==> config.mk <==
export PLATFORM = sky130hd
export DESIGN_NAME = evt_timer_pwm
export DESIGN_NICKNAME = d
export VERILOG_FILES = /design/src/rtl/evt_tmr_pkg.sv /design/src/rtl/evt_prio_arb.sv /design/src/rtl/evt_count_core.sv /design/src/rtl/evt_capture_regs.sv /design/src/rtl/evt_pwm_stage.sv /design/src/rtl/evt_timer_pwm.sv
export SDC_FILE = /design/constraint.sdc
export NUM_CORES = 1
export LEC_CHECK = 0
export BUFFER_PORTS_ARGS = -buffer_cell sky130_fd_sc_hd__buf_2
export CAP_MARGIN = 25
export CELL_PAD_IN_SITES_DETAIL_PLACEMENT = 1
export CELL_PAD_IN_SITES_GLOBAL_PLACEMENT = 1
export CORE_MARGIN = 5
export CORE_UTILIZATION = 31
export DETAILED_ROUTE_END_ITERATION = 8
export PLACE_DENSITY_LB_ADDON = 0.25
export SETUP_SLACK_MARGIN = 0.5
export SKIP_LAST_GASP = 1
export SYNTH_ARGS = -nofsm -noshare
export SYNTH_HDL_FRONTEND = slang
export SYNTH_HIERARCHICAL = 1
export SYNTH_SLANG_ARGS = --single-unit
==> constraint.sdc <==
create_clock -name clk -period 7.4 [get_ports clk]
set_input_delay 0.37 -clock clk [delete_from_list [all_inputs] [get_ports clk]]
set_output_delay 0.37 -clock clk [all_outputs]
set_load 0.02 [all_outputs]
==> src/rtl/evt_tmr_pkg.sv <==
package evt_tmr_pkg;
  typedef enum logic [1:0] {
    CNT_UP   = 2'd0,
    CNT_DOWN = 2'd1,
    CNT_UPDN = 2'd2
  } cnt_dir_e;

  // Index of each event in the event vector; higher index wins.
  localparam int EV_NUM     = 5;
  localparam int EV_COUNT   = 0;
  localparam int EV_CAPTURE = 1;
  localparam int EV_START   = 2;
  localparam int EV_STOP    = 3;
  localparam int EV_RELOAD  = 4;
endpackage

==> src/rtl/evt_prio_arb.sv <==
module evt_prio_arb
  import evt_tmr_pkg::*;
(
  input  logic [EV_NUM-1:0] ev_raw,
  output logic [EV_NUM-1:0] grant
);
  // Only the highest set event survives.
  for (genvar i = 0; i < EV_NUM; i++) begin : g_slot
    if (i == EV_NUM - 1) begin : g_top
      assign grant[i] = ev_raw[i];
    end else begin : g_low
      assign grant[i] = ev_raw[i] & ~(|ev_raw[EV_NUM-1:i+1]);
    end
  end
endmodule

==> src/rtl/evt_count_core.sv <==
module evt_count_core
  import evt_tmr_pkg::*;
#(
  parameter int W = 16
) (
  input  logic              clk,
  input  logic              rst_n,
  input  logic [1:0]        dir_sel,
  input  logic [W-1:0]      period,
  input  logic [EV_NUM-1:0] grant,
  output logic [W-1:0]      count,
  output logic              running,
  output logic              phase_down
);
  // Returns {next phase, next count} for one count event.
  function automatic logic [W:0] step(input logic [W-1:0] c, input logic [W-1:0] p,
                                      input cnt_dir_e d, input logic dn);
    logic [W-1:0] nc;
    logic         nd;
    nd = dn;
    case (d)
      CNT_DOWN: nc = (c == '0) ? p : c - W'(1);
      CNT_UPDN: begin
        if (!dn) begin
          if (c >= p) begin
            nd = 1'b1;
            nc = (c == '0) ? '0 : c - W'(1);
          end else begin
            nc = c + W'(1);
          end
        end else begin
          if (c == '0) begin
            nd = 1'b0;
            nc = (p == '0) ? '0 : W'(1);
          end else begin
            nc = c - W'(1);
          end
        end
      end
      default:  nc = (c >= p) ? '0 : c + W'(1);
    endcase
    return {nd, nc};
  endfunction

  cnt_dir_e   dir;
  logic [W:0] nxt;

  assign dir = cnt_dir_e'(dir_sel);
  assign nxt = step(count, period, dir, phase_down);

  always_ff @(posedge clk or negedge rst_n) begin
    if (!rst_n) begin
      count      <= '0;
      running    <= 1'b0;
      phase_down <= 1'b0;
    end else if (grant[EV_RELOAD]) begin
      count      <= (dir == CNT_DOWN) ? period : '0;
      running    <= 1'b1;
      phase_down <= 1'b0;
    end else if (grant[EV_STOP]) begin
      running <= 1'b0;
    end else if (grant[EV_START]) begin
      running <= 1'b1;
    end else if (grant[EV_COUNT] && running) begin
      count      <= nxt[W-1:0];
      phase_down <= nxt[W];
    end
  end
endmodule

==> src/rtl/evt_capture_regs.sv <==
module evt_capture_regs
  import evt_tmr_pkg::*;
#(
  parameter int W = 16
) (
  input  logic              clk,
  input  logic              rst_n,
  input  logic              pwm_mode,
  input  logic [EV_NUM-1:0] grant,
  input  logic [W-1:0]      count,
  output logic [W-1:0]      cap,
  output logic [W-1:0]      cap_buf
);
  always_ff @(posedge clk or negedge rst_n) begin
    if (!rst_n) begin
      cap     <= '0;
      cap_buf <= '0;
    end else if (grant[EV_CAPTURE] && !pwm_mode) begin
      cap     <= count;
      cap_buf <= cap;
    end
  end
endmodule

==> src/rtl/evt_pwm_stage.sv <==
module evt_pwm_stage
  import evt_tmr_pkg::*;
#(
  parameter int W = 16
) (
  input  logic              clk,
  input  logic              rst_n,
  input  logic              pwm_mode,
  input  logic              cfg_wr,
  input  logic [W-1:0]      period_in,
  input  logic [W-1:0]      period_buf_in,
  input  logic [W-1:0]      compare_in,
  input  logic [W-1:0]      compare_buf_in,
  input  logic [EV_NUM-1:0] grant,
  input  logic [W-1:0]      count,
  output logic [W-1:0]      period,
  output logic [W-1:0]      compare,
  output logic              killed,
  output logic              pwm,
  output logic              pwm_n
);
  logic [W-1:0] period_buf;
  logic [W-1:0] compare_buf;
  logic         swap_ev;
  logic         below;

  assign swap_ev = grant[EV_CAPTURE] && pwm_mode && !cfg_wr;

  always_ff @(posedge clk or negedge rst_n) begin
    if (!rst_n) begin
      period      <= '0;
      period_buf  <= '0;
      compare     <= '0;
      compare_buf <= '0;
    end else if (cfg_wr) begin
      period      <= period_in;
      period_buf  <= period_buf_in;
      compare     <= compare_in;
      compare_buf <= compare_buf_in;
    end else if (swap_ev) begin
      period      <= period_buf;
      period_buf  <= period;
      compare     <= compare_buf;
      compare_buf <= compare;
    end
  end

  always_ff @(posedge clk or negedge rst_n) begin
    if (!rst_n) begin
      killed <= 1'b0;
    end else if (grant[EV_RELOAD] || grant[EV_START]) begin
      killed <= 1'b0;
    end else if (grant[EV_STOP] && pwm_mode) begin
      killed <= 1'b1;
    end
  end

  assign below = count < compare;
  assign pwm   = pwm_mode && !killed && below;
  assign pwm_n = pwm_mode && !killed && !below;
endmodule

==> src/rtl/evt_timer_pwm.sv <==
module evt_timer_pwm
  import evt_tmr_pkg::*;
#(
  parameter int W = 16
) (
  input  logic         clk,
  input  logic         rst_n,
  input  logic         pwm_mode,
  input  logic [1:0]   dir_sel,
  input  logic         cfg_wr,
  input  logic [W-1:0] period_in,
  input  logic [W-1:0] period_buf_in,
  input  logic [W-1:0] compare_in,
  input  logic [W-1:0] compare_buf_in,
  input  logic         ev_reload,
  input  logic         ev_start,
  input  logic         ev_stop,
  input  logic         ev_count,
  input  logic         ev_capture,
  output logic [W-1:0] count_o,
  output logic         running_o,
  output logic         killed_o,
  output logic [W-1:0] capture_o,
  output logic [W-1:0] capture_buf_o,
  output logic [W-1:0] period_o,
  output logic [W-1:0] compare_o,
  output logic         pwm_o,
  output logic         pwm_n_o
);
  logic [EV_NUM-1:0] ev_raw;
  logic [EV_NUM-1:0] grant;
  logic              phase_down;

  always_comb begin
    ev_raw             = '0;
    ev_raw[EV_RELOAD]  = ev_reload;
    ev_raw[EV_STOP]    = ev_stop;
    ev_raw[EV_START]   = ev_start;
    ev_raw[EV_CAPTURE] = ev_capture;
    ev_raw[EV_COUNT]   = ev_count;
  end

  evt_prio_arb u_arb (.ev_raw(ev_raw), .grant(grant));

  evt_count_core #(.W(W)) u_core (
    .clk(clk), .rst_n(rst_n), .dir_sel(dir_sel), .period(period_o),
    .grant(grant), .count(count_o), .running(running_o), .phase_down(phase_down)
  );

  evt_capture_regs #(.W(W)) u_cap (
    .clk(clk), .rst_n(rst_n), .pwm_mode(pwm_mode), .grant(grant),
    .count(count_o), .cap(capture_o), .cap_buf(capture_buf_o)
  );

  evt_pwm_stage #(.W(W)) u_pwm (
    .clk(clk), .rst_n(rst_n), .pwm_mode(pwm_mode), .cfg_wr(cfg_wr),
    .period_in(period_in), .period_buf_in(period_buf_in),
    .compare_in(compare_in), .compare_buf_in(compare_buf_in),
    .grant(grant), .count(count_o), .period(period_o), .compare(compare_o),
    .killed(killed_o), .pwm(pwm_o), .pwm_n(pwm_n_o)
  );
endmodule

==> impl_results.md <==
- Placer Congestion: a little under 0.9
- CP top delay family: compound AO/OA/AOI/OAI gates
- Kind of start point of the critical path: flop
- Layout area overhead: 21.1%
- Ant diodes: 0
- PD cells: 244 mW/mm^2
- Ranking of synthesized cells by area: dfrtp_1, mux2i_1, ha_1, mux2_4, o21ai_0
- Die height: 165 um
- Cell taking the most area after synthesis: dfrtp_1
- FFs w/ async S/R, synth: 100%
- Main flop type after synthesis: dfrtp_1
- Die width: 165 um
- Share of layout cells above drive strength 1: 26.8%
- Post-route cell area: 0.00900 sq mm
- Syn_nets: 901
- Die area: 0.0272 sq mm
- Final hold vios: 0
- Final setup viols: 0
- Max clock buf depth: 2
- I/O pins: around 160
- Multi-input logic area: slightly above 0.004 sq mm
- Placeable Area: between 0.02 and 0.025 sq mm
- Vias/cell: 5.27
- Post-Synthesis Cells: 790
- DRT iter0 DRCs: 438
- Register area share after synthesis: ~39%
- Count of clock tree sinks: 115
- Num rows: 56
- Post-synth top area share: between 30% and 40%
- DP HPWL: 18700 um
- Leak: 0.00458 uW
- Worst-case vdd ir drop: roughly 110 uV
- Drt pass-1 iters: 5
- WL final: 26200 um
- Least-Margin Pin Slew: 0.856 ns
- Dpl cells: about 1200
- Synthesized flop and latch total: 115
- Mean post-synth cell area: 9.40 sq um
- Post-synth EDFFs: 0
- Max-cap violations: 0
- CTS tree: built
- Pin count of the biggest net entering global routing: 129
- CTS root buffer: clkbuf_16
- Placement Cell Area: 0.00836 sq mm
- Final slew viol count: 0
- First-pass GRT wire length: around 40000 um
- Synth cell count leaders: dfrtp_1, nand2_1, o21ai_0
- Crit path cell chain: ha_1 > a211oi_1 > o21ai_0 > a41oi_1 > o21ai_1 > nor2_1 > a221oi_1 > a221oi_1
- Worst path most repeated cell: a221oi_1
- All-Layer GR Usage: between 10% and 20%
- Crit path kind: reg -> reg
- Cell with the largest stage delay on the worst path: dfrtp_1
- Status: finished clean
- Layout Nets: 1032
- FF+latch area: ~0.0029 sq mm
- DRT antenna net count: 0
- Max_slew headroom: 42.9%
- Post-CTS sizing: 0
- Most frequent cell after synthesis: dfrtp_1
- WL/cell: 20.9 um
- Initial Util: 31.6%
- Worst path max stage delay: 0.69 ns
- Fillers: 2792
- Final period util: 44.9%
- Synth unique cells: between 70 and 80
- Post-CTS Setup Bufs: 0
- FMAX: 0.301 GHz
- Number of global-route vias before repair: 6852
- Yosys warning count: 6
- Minimum clock period: 3.32 ns
- Crit path capture type: flop
- Worst Path Required: 7.72 ns
- Via Count: between 6000 and 7000
- Crit path DAT: 3.65 ns
- Non-Filler Instances: 1253
- Initial antenna violation count: 0
- Clock transition at the registers of the reported paths: 0.06 ns
- # DRC: 0
- Min-Delay Path Class: in -> async
- Worst clock skew: 0.00934 ns
- Total congestion overflow: 0
- Buf/Inv on CP: 0
- Post-Syn Area: 0.00743 sq mm
- Post-Route Setup TNS: 0 ns
- # hold bufs at CTS: 0
- Clock insertion delay at the later pin of the skew report: 0.43 ns
- Unrepaired setup endpoints after global routing: no
- Worst-path maximum fanout: 14
- CTS H-Tree Depth: 4
- Number of port buffers: 158
- Num CTS Buffers: 17
-- final timing paths --
path	start	endpoint	slack, ns	cells after the start
worst min-delay path	rst_n	u_pwm/period_buf[7]	0.03	1
worst max-delay path	u_core/count[2]	u_core/count[10]	4.08	8
min in group clk	compare_buf_in[13]	u_pwm/compare_buf[13]	0.14	3
max in group asynchronous	rst_n	u_core/count[2]	6.08	2
worst max register to register	u_core/count[2]	u_core/count[10]	4.08	8
worst min register to register	u_cap/cap_buf[0]	u_cap/cap_buf[0]	0.50	1
-- metrics by stage --
step	utilization (%)	hold WS [ns]	setup slack, ns	total power, uW
2_1_floorplan	-	0.0744	4.82	1120
3_3_place_gp	35.5	0.486	4.21	1320
3_5_place_dp	35.5	0.492	4.24	1330
4_1_cts	38.1	0.0568	4.20	2220
5_1_grt	38.2	0.0984	3.99	2310
6_report	38.2	0.0322	4.08	2200
-- registers in the layout (all words and copies together) (netlist names) --
signal             count
u_core/count          16
u_pwm/compare_buf     16
u_pwm/period_buf      16
u_core/phase_down      1
u_pwm/killed           1
u_core/running         1
u_cap/cap_buf         16
u_cap/cap             16
u_pwm/compare         16
u_pwm/period          16
-- cell usage in the layout, fill, tap and decap left out, drive strengths merged, types with 3 or more instances in the layout --
cell	Yosys	routed
a211oi	9	9
a21oi	46	46
a221oi	7	7
a31oi	8	8
a41oi	3	3
and3	5	5
buf	27	163
clkbuf	24	17
dfrtp	115	115
ha	36	36
inv	43	54
mux2	33	33
mux2i	67	67
nand2	108	108
nand2b	3	3
nand3	17	17
nand4	10	10
nor2	40	40
nor2b	5	5
nor3	21	21
nor4	11	11
o211ai	3	3
o21ai	89	89
o22ai	3	3
or2	4	4
or3	6	6
xnor2	14	14
xor2	6	6
-- power breakdown --
group	internal [uW]	total (uW)	switching, uW
logic	203	509	307
clock network	512	880	368
registers	699	808	109
total	1410	2200	784
-- layer usage --
metal	part of all wire, %	GRT usage, %
met3	6.1	4.02
met4	1.3	5.10
met5	0	0
met2	47	30.8
met1	46	26.3
-- worst reg2reg max path, cell delays in order (launching register included) --
cell	delay, ns
dfrtp_1	0.69
ha_1	0.35
a211oi_1	0.19
o21ai_0	0.13
a41oi_1	0.52
o21ai_1	0.26
nor2_1	0.59
a221oi_1	0.18
a221oi_1	0.30
-- cell type report --
class                   instances  share of cell area, %
inverters                      43                   1.79
clock buffers                  17                   4.73
well taps                     319                   4.44
repair buffers                163                   9.48
clock inverters                15                   2.02
flip-flops and latches        115                   32.0
multi-input cells             581                   45.6
-- logic make-up after synthesis --
logic type               synth area share, %
AO/OA/AOI/OAI                           15.3
XOR/XNOR                                2.36
adder cells (fa/ha/maj)                 6.06
buffers and inverters                   6.15
flip-flops                              38.7
multiplexers                            15.5
AND/OR/NAND/NOR                         15.9
No activity file was read; power rests on OpenSTA's default activity.
